## src/rtl/busclr_pkg.sv

```systemverilog
package busclr_pkg;

    typedef enum logic [2:0] {
        ST_IDLE,
        ST_PULSE_LO,
        ST_PULSE_HI,
        ST_STOP_LO,
        ST_STOP_SU,
        ST_STOP_REL,
        ST_FINISH
    } busclr_state_e;

endpackage

```

## src/rtl/busclr_half_timer.sv

```systemverilog
module busclr_half_timer #(
    parameter int HALF_CYCLES = 2000
) (
    input  logic clk,
    input  logic rst_n,
    input  logic clear_i,
    output logic tick_o
);
    localparam int CNT_W = (HALF_CYCLES > 1) ? $clog2(HALF_CYCLES) : 1;
    localparam logic [CNT_W-1:0] LAST = CNT_W'(HALF_CYCLES - 1);

    logic [CNT_W-1:0] cnt_q;

    assign tick_o = (cnt_q == LAST);

    // Restart the count when cleared or when a half period ends
    always_ff @(posedge clk or negedge rst_n) begin
        if (!rst_n) begin
            cnt_q <= '0;
        end else if (clear_i || tick_o) begin
            cnt_q <= '0;
        end else begin
            cnt_q <= cnt_q + 1'b1;
        end
    end

endmodule

```

## src/rtl/busclr_pulse_ctr.sv

```systemverilog
module busclr_pulse_ctr #(
    parameter int NUM_PULSES = 9
) (
    input  logic clk,
    input  logic rst_n,
    input  logic clear_i,
    input  logic step_i,
    output logic last_o
);
    localparam int CNT_W = $clog2(NUM_PULSES + 1);
    localparam logic [CNT_W-1:0] LAST = CNT_W'(NUM_PULSES - 1);

    logic [CNT_W-1:0] cnt_q;

    assign last_o = (cnt_q == LAST);

    always_ff @(posedge clk or negedge rst_n) begin
        if (!rst_n) begin
            cnt_q <= '0;
        end else if (clear_i) begin
            cnt_q <= '0;
        end else if (step_i) begin
            cnt_q <= cnt_q + 1'b1;
        end
    end


    pulse_bound_chk: assert property (@(posedge clk) disable iff (!rst_n)
        step_i |-> (cnt_q < CNT_W'(NUM_PULSES)));

endmodule

```

## src/rtl/busclr_fsm.sv

```systemverilog
module busclr_fsm
    import busclr_pkg::*;
(
    input  logic clk,
    input  logic rst_n,
    input  logic start_i,
    input  logic tick_i,
    input  logic last_pulse_i,
    output logic timer_clear_o,
    output logic pulse_clear_o,
    output logic pulse_step_o,
    output logic scl_pull_o,
    output logic sda_pull_o,
    output logic busy_o,
    output logic done_o
);
    busclr_state_e state_q, state_d;

    // Next-state decode
    always_comb begin
        state_d = state_q;
        unique case (state_q)
            ST_IDLE:     if (start_i) state_d = ST_PULSE_LO;
            ST_PULSE_LO: if (tick_i)  state_d = ST_PULSE_HI;
            ST_PULSE_HI: if (tick_i)  state_d = last_pulse_i ? ST_STOP_LO : ST_PULSE_LO;
            ST_STOP_LO:  if (tick_i)  state_d = ST_STOP_SU;
            ST_STOP_SU:  if (tick_i)  state_d = ST_STOP_REL;
            ST_STOP_REL: if (tick_i)  state_d = ST_FINISH;
            ST_FINISH:                state_d = ST_IDLE;
            default:                  state_d = ST_IDLE;
        endcase
    end

    // State register
    always_ff @(posedge clk or negedge rst_n) begin
        if (!rst_n) state_q <= ST_IDLE;
        else        state_q <= state_d;
    end

    // Registered outputs taken from the next state, so pins change with the state
    always_ff @(posedge clk or negedge rst_n) begin
        if (!rst_n) begin
            scl_pull_o <= 1'b0;
            sda_pull_o <= 1'b0;
            busy_o     <= 1'b0;
            done_o     <= 1'b0;
        end else begin
            scl_pull_o <= (state_d == ST_PULSE_LO) || (state_d == ST_STOP_LO);
            sda_pull_o <= (state_d == ST_STOP_LO)  || (state_d == ST_STOP_SU);
            busy_o     <= (state_d != ST_IDLE)     && (state_d != ST_FINISH);
            done_o     <= (state_d == ST_FINISH);
        end
    end

    assign timer_clear_o = (state_q == ST_IDLE) || (state_q == ST_FINISH);
    assign pulse_clear_o = (state_q == ST_IDLE);
    assign pulse_step_o  = (state_q == ST_PULSE_HI) && tick_i;


    timed_exit_chk: assert property (@(posedge clk) disable iff (!rst_n)
        ((state_q != $past(state_q)) && ($past(state_q) != ST_IDLE)
         && ($past(state_q) != ST_FINISH)) |-> $past(tick_i));


    busy_from_start_chk: assert property (@(posedge clk) disable iff (!rst_n)
        $rose(busy_o) |-> $past(start_i));


    done_single_chk: assert property (@(posedge clk) disable iff (!rst_n)
        done_o |=> !done_o);


    done_not_busy_chk: assert property (@(posedge clk) disable iff (!rst_n)
        done_o |-> (!busy_o && $past(busy_o)));

endmodule

```

## src/rtl/bus_clear_seq.sv

```systemverilog
module bus_clear_seq #(
    parameter int HALF_CYCLES = 2000,
    parameter int NUM_PULSES  = 9
) (
    input  logic clk,
    input  logic rst_n,
    input  logic start_i,
    output logic scl_pull_o,
    output logic sda_pull_o,
    output logic busy_o,
    output logic done_o
);
    logic tick;
    logic last_pulse;
    logic timer_clear;
    logic pulse_clear;
    logic pulse_step;

    busclr_half_timer #(.HALF_CYCLES(HALF_CYCLES)) u_timer (
        .clk     (clk),
        .rst_n   (rst_n),
        .clear_i (timer_clear),
        .tick_o  (tick)
    );

    busclr_pulse_ctr #(.NUM_PULSES(NUM_PULSES)) u_pulses (
        .clk     (clk),
        .rst_n   (rst_n),
        .clear_i (pulse_clear),
        .step_i  (pulse_step),
        .last_o  (last_pulse)
    );

    busclr_fsm u_fsm (
        .clk           (clk),
        .rst_n         (rst_n),
        .start_i       (start_i),
        .tick_i        (tick),
        .last_pulse_i  (last_pulse),
        .timer_clear_o (timer_clear),
        .pulse_clear_o (pulse_clear),
        .pulse_step_o  (pulse_step),
        .scl_pull_o    (scl_pull_o),
        .sda_pull_o    (sda_pull_o),
        .busy_o        (busy_o),
        .done_o        (done_o)
    );


    sda_pull_under_low_scl_chk: assert property (@(posedge clk) disable iff (!rst_n)
        $rose(sda_pull_o) |-> scl_pull_o);


    stop_edge_chk: assert property (@(posedge clk) disable iff (!rst_n)
        $fell(sda_pull_o) |-> (!scl_pull_o && $past(!scl_pull_o)));


    sda_idle_in_pulses_chk: assert property (@(posedge clk) disable iff (!rst_n)
        (busy_o && !$past(busy_o)) |-> !sda_pull_o);

endmodule

```

## config.mk

```make
export PLATFORM = sky130hd
export DESIGN_NAME = bus_clear_seq
export DESIGN_NICKNAME = d
export VERILOG_FILES = /design/src/rtl/busclr_pkg.sv /design/src/rtl/busclr_half_timer.sv /design/src/rtl/busclr_pulse_ctr.sv /design/src/rtl/busclr_fsm.sv /design/src/rtl/bus_clear_seq.sv
export SDC_FILE = /design/constraint.sdc
export NUM_CORES = 1
export LEC_CHECK = 0
export BUFFER_PORTS_ARGS = -buffer_cell sky130_fd_sc_hd__buf_2
export CAP_MARGIN = 20
export CORE_MARGIN = 1
export CORE_UTILIZATION = 45
export CTS_CLUSTER_SIZE = 40
export DETAILED_ROUTE_END_ITERATION = 10
export PLACE_DENSITY = 0.61
export SKIP_LAST_GASP = 1
export SYNTH_ARGS = -nofsm -noshare
export SYNTH_HDL_FRONTEND = slang
export SYNTH_SLANG_ARGS = --single-unit
```

## constraint.sdc

```tcl
create_clock -name clk -period 1.8 [get_ports clk]
set_input_delay 0.36 -clock clk [delete_from_list [all_inputs] [get_ports clk]]
set_output_delay 0.36 -clock clk [all_outputs]
set_load 0.03 [all_outputs]
```

==> Word level (Yosys, flattened, before mapping) <==
Index checks and enable logic that the tools add are counted.
{ "classes": {"muxes": 11, "addsub": 2, "n_lt_le_gt_ge": 0, "n_eq_ne": 13, "bitwise": 0, "multipliers": 0, "reduce_logical": 9, "shift": 0, "div": 0} }
{ "ops": {"columns": ["cell", "count"], "rows": [
  ["two-way mux 3 bit", 6],
  ["one-hot mux 3 bit (6 select lines)", 1],
  ["equality test 3 bit (second input constant)", 5],
  ["adder 11 x 1 -> 11 bit (second input constant)", 1],
  ["equality test 11 bit (second input constant)", 1],
  ["two-way mux 11 bit", 1],
  ["equality test 3 x 2 -> 1 bit (second input constant)", 3],
  ["two-way mux 4 bit", 2],
  ["equality test 3 x 1 -> 1 bit (second input constant)", 2],
  ["adder 4 x 1 -> 4 bit (second input constant)", 1],
  ["equality test 4 bit (second input constant)", 1],
  ["logical OR 1 bit", 4],
  ["zero test 3 bit", 1],
  ["inequality test 3 bit (second input constant)", 1],
  ["nonzero test 3 bit", 1],
  ["logical AND 1 bit", 2],
  ["two-way mux 2 bit", 1],
  ["nonzero test 2 bit", 1]
]} }
{ "word_totals": {"latch_bits": 0, "output_inout_bits": 4, "mem_bits_ro": 0, "inputBits": 3, "mem_bits_rw": 0, "register_bits": 22, "n_memories": 0, "wordCells": 42} }

==> Logic depth before layout (Yosys ltp) <==
Gate-level depths: netlist of run 1.
{ "depth": {"ltp_word": 6, "mapped_depth": 6, "mapped_depth_nobuf": 6} }

==> Cells and area by module <==
A second synthesis of run 1 with hierarchy kept.
{ "unflattened": {"cells_unflattened": 118, "area_unflattened_um2": 1182.4} }
{ "by_module_without_submodules": {"columns": ["mod", "cells_per_inst", "area_per_inst_um2", "instances", "seq_area_each_um2"], "rows": [
  ["busclr_half_timer", 60, 610.6, 1, 275.3],
  ["busclr_fsm", 37, 351.6, 1, 175.2],
  ["busclr_pulse_ctr", 21, 220.2, 1, 100.1]
]} }

==> Worst setup path before layout of run 1 <==
Ideal clock, no wire load.
{ "synth_timing": {"path_kind": "register to register", "start": "register u_timer.cnt_q[0]", "end": "register u_pulses.cnt_q[3]", "setup_time_ns": 0.078, "slack_ns": 0.182, "t_required_ns": 1.722, "synth_period_minus_slack_ns": 1.618, "arrival_ns": 1.540, "stages_incl_launch_ff": 7, "n_path_buf": 1, "path_cell_list": "dfrtp_1 -> ha_1 -> and3_1 -> buf_4 -> nand4_4 -> or3_1 -> a21oi_1"} }
{ "synth_via": {"elab_chain_len": 3} }
{ "synth_lines": {"columns": ["element", "line", "rtl"], "rows": [
  ["start: declaration", "busclr_half_timer.sv:12", "logic [CNT_W-1:0] cnt_q;"],
  ["start signal: assignment", "busclr_half_timer.sv:23", "cnt_q <= cnt_q + 1'b1;"],
  ["equality test 11 bit", "busclr_half_timer.sv:14", "assign tick_o = (cnt_q == LAST);"],
  ["logical AND 1 bit", "busclr_fsm.sv:57", "assign pulse_step_o = (state_q == ST_PULSE_HI) && tick_i;"],
  ["nonzero test 2 bit (no line)", null, null],
  ["end signal: assignment", "busclr_pulse_ctr.sv:23", "cnt_q <= cnt_q + 1'b1;"],
  ["end: declaration", "busclr_pulse_ctr.sv:13", "logic [CNT_W-1:0] cnt_q;"]
]} }
Every way passes these cells.
A chain may end at the register's enable or synchronous reset.

==> Worst setup path in the final report of run 1 <==
{ "layout_timing": {"start": "register u_timer.cnt_q[1]", "end": "register u_pulses.cnt_q[3]"} }
Same word-level chain as after synthesis.

==> results of run 1 <==
-- Yosys cell counts --
library cell  count  share of area
dfrtp_1          22           0.49
nor2_1           13          0.044
nand3_1           8          0.036
a21oi_1           7          0.031
inv_1             7          0.024
nand2_1           7          0.024
o21ai_1           5          0.022
and3_1            4          0.022
xor2_1            4          0.031
ha_1              3          0.034
nor3_1            3          0.013
or3_1             3          0.017
xnor2_1           3          0.024
a22oi_1           2          0.013
a31oi_1           2          0.011
buf_2             2         0.0090
nand2b_1          2          0.011
nand4_1           2          0.011
o22ai_1           2          0.011
a221oi_1          1         0.0078
a41oi_1           1         0.0078
and2_1            1         0.0056
and4_1            1         0.0078
and4_4            1          0.010
buf_4             1         0.0067
clkbuf_1          1         0.0034
mux2i_1           1         0.0090
nand4_4           1          0.019
nor3b_2           1          0.011
nor3b_4           1          0.017
nor4_1            1         0.0056
o211ai_1          1         0.0067
-- sequential cells by signal, indices dropped and copies added, names as in the netlist --
register / count
u_fsm.scl_pull_o: 1
u_fsm.state_q: 3
u_fsm.sda_pull_o: 1
u_fsm.done_o: 1
u_pulses.cnt_q: 4
u_fsm.busy_o: 1
u_timer.cnt_q: 11
-- logic make-up (layout without fill, tap and decap cells) --
kind of cell	Yosys count	after routing	share of synthesized area
simple gates	49	49	0.254
fa+ha+maj	3	3	0.0336
compound gates	21	21	0.112
xor+xnor	7	7	0.0549
buf+inv	11	23	0.0426
flops	22	22	0.493
mux	1	1	0.00897
-- power by group --
part	switching, mW	internal (mW)
clock network	0.146	0.123
logic	0.0984	0.0979
registers	0.106	0.571
total	0.350	0.792
-- final timing paths --
path                                   startpoint                 to  cells after the start
max in group asynchronous                   rst_n  u_pulses.cnt_q[2]                      1
min in group clk                          start_i   u_fsm.scl_pull_o                      3
worst max-delay path             u_timer.cnt_q[1]  u_pulses.cnt_q[3]                      5
worst min-delay path                        rst_n   u_timer.cnt_q[6]                      1
worst min register to register  u_pulses.cnt_q[3]  u_pulses.cnt_q[3]                      2
worst max register to register   u_timer.cnt_q[1]  u_pulses.cnt_q[3]                      5
-- per-layer routing --
layer,share of wire,GRT usage,routed length [um]
met5,0,0,0
met4,0.0046,0.0946,9
met3,0.048,0.0292,94
met2,0.45,0.258,878
met1,0.50,0.258,964
-- stage by stage --
stage / power, mW / instances / instance area (um^2)
after detailed placement: 0.884 / 150 / 1200
final: 1.14 / 154 / 1240
after global routing: 1.22 / 154 / 1240
after floorplan: 0.821 / 114 / 1120
after CTS: 1.16 / 154 / 1240
after global placement: 0.881 / 150 / 1200
-- layout make-up --
type | instances | area (um^2) | area share
sequential | 22 | 551 | 0.444
multi-input combinational | 81 | 518 | 0.417
timing repair buffer | 12 | 75.1 | 0.0605
clock buffer | 4 | 36.3 | 0.0292
tap | 28 | 35.0 | 0.0282
inverter | 7 | 26.3 | 0.0212
-- cells in the final DEF (no fill, tap or decap), types with 2 or more instances in the layout --
cell type   n
nor3_1      3
and3_1      4
buf_2       6
dfrtp_1    22
o22ai_1     2
nand4_1     2
xnor2_1     3
or3_1       3
buf_4       6
nor2_1     13
xor2_1      4
a22oi_1     2
inv_1       7
nand2b_1    2
clkbuf_4    3
ha_1        3
nand3_1     8
a21oi_1     7
nand2_1     7
o21ai_1     5
a31oi_1     2
==> results.py, run 1 <==
metrics = {
    "outcome": {
        "outcome": "complete, but fails checks",
        "violations": "hold timing",
    },
    "job": {
        "maxCapViolCount": 0,
    },
    "timing": {
        "hold_slack_ns": -0.0108,
        "setup-tns-final_ns": 0,
        "post-route-min-period_ns": 1.61,
        "slew_violations": 0,
        "max_freq_ghz": 0.620,
        "setup-violations-final": 0,
        "hold_viol_final": 12,
        "post-route-period-util": 0.896,
        "rsz0062_at_grt": "false",
        "skew_ns": 0.0109,
        "setup_slack_ns": 0.188,
        "max-slew-margin-rel": 0.654,
        "worstMarginPinSlew_ns": 0.516,
    },
    "routing": {
        "routedWlPerCell_um": 12.6,
        "vias": 847,
        "antenna_left": 0,
        "drt_wl_total_um": 1950,
        "dr.pass1.iters": 4,
        "avgViaCountPerCell": 5.50,
        "drtIter0Drc": 20,
        "route.detailed.drc": 0,
    },
    "yosys": {
        "synth_warnings": 0,
        "synthCells": 114,
        "synth.net_count": 120,
        "yosysSeqAreaShare": 0.493,
        "yosysUniqueCellTypes": 32,
        "syn-cell-area_mm2": 0.00112,
        "syn_area_per_cell_um2": 9.79,
        "synth_seq_cells": 22,
    },
    "cts": {
        "cts_num_sinks": 22,
        "clk_pin_slew_worst_paths_ns": 0.13,
        "root_buffer": "clkbuf_4",
        "cts-resized-gates": 0,
        "worstSkewPairLatency_ns": 0.30,
        "cts_buffers": 3,
        "hold_buffers": 0,
        "clock_path_buffers": 2,
        "cts_tree": "yes",
        "postCtsSetupBuffers": 0,
        "htree_levels": 1,
    },
    "pwr": {
        "vdd_drop_max_mv": 0.545,
        "total_leakage_power_nw": 0.559,
        "power.density_mw_per_mm2": 920,
    },
    "setup_path": {
        "worstSetupPathType": "reg2reg",
        "critPathArrivalTime_ns": 1.85,
        "slowest_stage": "dfrtp_1",
        "reg2reg_slack_ns": 0.19,
        "crit_family": "simple AND/OR/NAND/NOR gates",
        "worst_path_largest_cell_delay_ns": 0.44,
        "startpoint_type": "flop",
        "endpoint_kind": "flop",
        "crit_chain": "ha_1 -> and3_1 -> nand4_4 -> or3_1 -> a21oi_1",
        "crit_buf_inv": 0,
        "worstPathMaxFanout": 6,
        "worstPathRequired_ns": 2.03,
    },
    "cells_and_area": {
        "drive_gt1_frac": 0.159,
        "nNetsFinal": 133,
        "areaGrowthSynthToFinish_pct": 11.2,
        "num_antenna_cells": 0,
        "final_core_util": 0.545,
        "nFillCells": 209,
    },
    "hold_path": {
        "hold_path_class": "in2async",
    },
    "global_routing": {
        "grt_pass1_vias": 808,
        "overflow": 0,
        "grt_first_pass_wirelength_um": 3520,
        "grt_max_degree": 23,
        "antenna_found_initial": 0,
        "grt_use_total": 0.180,
    },
    "die": {
        "start_util": 0.490,
        "fp.dieW_um": 51.8,
        "io_pins": 7,
        "rows": 17,
        "core_mm2": 0.00228,
        "die-area_mm2": 0.00268,
        "die-height_um": 51.8,
    },
    "placed_design": {
        "dp_hpwl_um": 1460,
        "port_buffers": 6,
        "post-place-ws_ns": 0.204,
        "gp_congestion": 0.850,
    },
}
(Power assumes the default switching activity.)
==> run 2, diff against run 1 <==
--- a/config.mk
+++ b/config.mk
@@ -11,7 +11,6 @@
 export CORE_UTILIZATION = 45
 export CTS_CLUSTER_SIZE = 40
 export DETAILED_ROUTE_END_ITERATION = 10
-export PLACE_DENSITY = 0.61
 export SKIP_LAST_GASP = 1
 export SYNTH_ARGS = -nofsm -noshare
 export SYNTH_HDL_FRONTEND = slang
==> results.py, run 2 (synthesis gave the netlist of run 1 again) <==
metrics = {
    "outcome": {
        "outcome": "complete, but fails checks",
        "violations": "hold timing",
    },
    "cts": {
        "cts_tree": "yes",
        "cts_num_sinks": 22,
        "htree_levels": 1,
        "clk_pin_slew_worst_paths_ns": 0.13,
        "root_buffer": "clkbuf_4",
        "postCtsSetupBuffers": 0,
        "worstSkewPairLatency_ns": 0.31,
        "cts_buffers": 3,
        "clock_path_buffers": 2,
    },
    "routing": {
        "antenna_left": 0,
        "avgViaCountPerCell": 5.46,
        "drt_wl_total_um": 2010,
        "vias": 830,
        "routedWlPerCell_um": 13.2,
        "drtIter0Drc": 14,
        "dr.pass1.iters": 4,
        "route.detailed.drc": 0,
    },
    "timing": {
        "skew_ns": 0.00859,
        "rsz0062_at_grt": "false",
        "setup_slack_ns": 0.161,
        "post-route-period-util": 0.911,
        "worstMarginPinSlew_ns": 0.480,
        "setup-violations-final": 0,
        "hold_slack_ns": -0.0167,
        "max-slew-margin-rel": 0.680,
        "max_freq_ghz": 0.610,
        "setup-tns-final_ns": 0,
        "slew_violations": 0,
        "post-route-min-period_ns": 1.64,
        "hold_viol_final": 22,
    },
    "setup_path": {
        "worstSetupPathType": "reg2reg",
        "startpoint_type": "flop",
        "slowest_stage": "dfrtp_1",
        "critPathArrivalTime_ns": 1.88,
        "reg2reg_slack_ns": 0.16,
        "worstPathRequired_ns": 2.04,
        "worstPathMaxFanout": 7,
        "worst_path_largest_cell_delay_ns": 0.47,
        "endpoint_kind": "flop",
        "crit_chain": "ha_1 -> and3_1 -> nand4_4 -> or3_1 -> a21oi_1",
    },
    "cells_and_area": {
        "areaGrowthSynthToFinish_pct": 10.2,
        "layout_common_cells": "dfrtp_1 (22), nor2_1 (13), nand3_1 (8)",
        "largest-register": "u_timer.cnt_q",
        "top_regs": "u_timer.cnt_q: 11 flops, u_pulses.cnt_q: 4 flops, u_fsm.state_q: 3 flops",
        "largest_register_ffs": 11,
        "drive_gt1_frac": 0.153,
        "final_common_cell": "dfrtp_1",
        "num_antenna_cells": 0,
        "nNetsFinal": 131,
    },
    "pwr": {
        "p_comb_frac": 0.171,
        "p_sw_frac": 0.318,
        "vdd_drop_max_mv": 0.648,
        "p_seq_frac": 0.588,
        "total_leakage_power_nw": 0.552,
        "p_sw_uw": 368,
        "power.density_mw_per_mm2": 942,
        "p_clk_frac": 0.241,
        "internal-power_uw": 790,
    },
    "global_routing": {
        "overflow": 0,
        "grt_pass1_vias": 789,
        "grt_max_degree": 23,
        "grt_use_total": 0.179,
        "antenna_found_initial": 0,
        "grt_first_pass_wirelength_um": 3560,
    },
    "job": {
        "maxCapViolCount": 0,
    },
    "placed_design": {
        "port_buffers": 6,
        "post-place-ws_ns": 0.177,
        "dp_hpwl_um": 1470,
        "gp_congestion": 0.861,
    },
    "die": {
        "start_util": 0.490,
        "core_mm2": 0.00228,
        "rows": 17,
        "fp.dieW_um": 51.8,
        "io_pins": 7,
        "die-area_mm2": 0.00268,
        "die-height_um": 51.8,
    },
    "hold_path": {
        "hold_path_class": "in2async",
    },
}
run 2: power groups by stage:
stage | registers [mW] | logic, mW | clock network, mW
2_1_floorplan | 0.668 | 0.153 | 0
3_3_place_gp | 0.689 | 0.199 | 0
3_5_place_dp | 0.692 | 0.200 | 0
4_1_cts | 0.681 | 0.201 | 0.285
5_1_grt | 0.697 | 0.230 | 0.307
6_report | 0.681 | 0.198 | 0.279
run 2: final cells by class:
cell class,count,area (um^2)
clock buffer,4,36.3
fill,207,1050
inverter,7,26.3
multi-input combinational,81,522
sequential,22,551
tap,28,35.0
timing repair buffer,10,60.1
run 2: metal layers:
| layer | wire (um) | GRT usage |
|---|---|---|
| met4 | 17 | 0.0631 |
| met1 | 1060 | 0.260 |
| met3 | 63 | 0.0322 |
| met5 | 0 | 0 |
| met2 | 868 | 0.264 |
run 2: final timing paths:
path / startpoint / endpoint / depth (start not counted)
min: rst_n / u_timer.cnt_q[9] / 1
min reg2reg: u_timer.cnt_q[0] / u_timer.cnt_q[0] / 1
max in group asynchronous: rst_n / u_pulses.cnt_q[3] / 1
min in group clk: start_i / u_fsm.scl_pull_o / 3
max reg2reg: u_timer.cnt_q[0] / u_pulses.cnt_q[3] / 5
max: u_timer.cnt_q[0] / u_pulses.cnt_q[3] / 5
run 2: per-stage QoR:
step | total power, mW | area (um^2) | std cells | util | hold WS, ns
after floorplan | 0.821 | 1120 | 114 | - | 0.0644
after global placement | 0.888 | 1190 | 148 | 0.523 | 0.348
after detailed placement | 0.892 | 1190 | 148 | 0.523 | 0.358
after CTS | 1.17 | 1230 | 152 | 0.539 | 0.00788
after global routing | 1.23 | 1230 | 152 | 0.540 | 0.0202
final | 1.16 | 1230 | 152 | 0.540 | -0.0167
run 2: worst max-delay path, delay by kind of cell, from the launching register on:
family	cells	cell delay, ns
AO/OA/AOI/OAI	1	0.14
adder cells (fa/ha/maj)	1	0.19
AND/OR/NAND/NOR	3	0.78
flip-flops	1	0.47
run 2: what timing repair did:
| item | in CTS | in global routing |
|---|---|---|
| setup endpoints to repair | 0 | 1 |
| hold buffers | 0 | 0 |
| resized for setup | 0 | 1 |
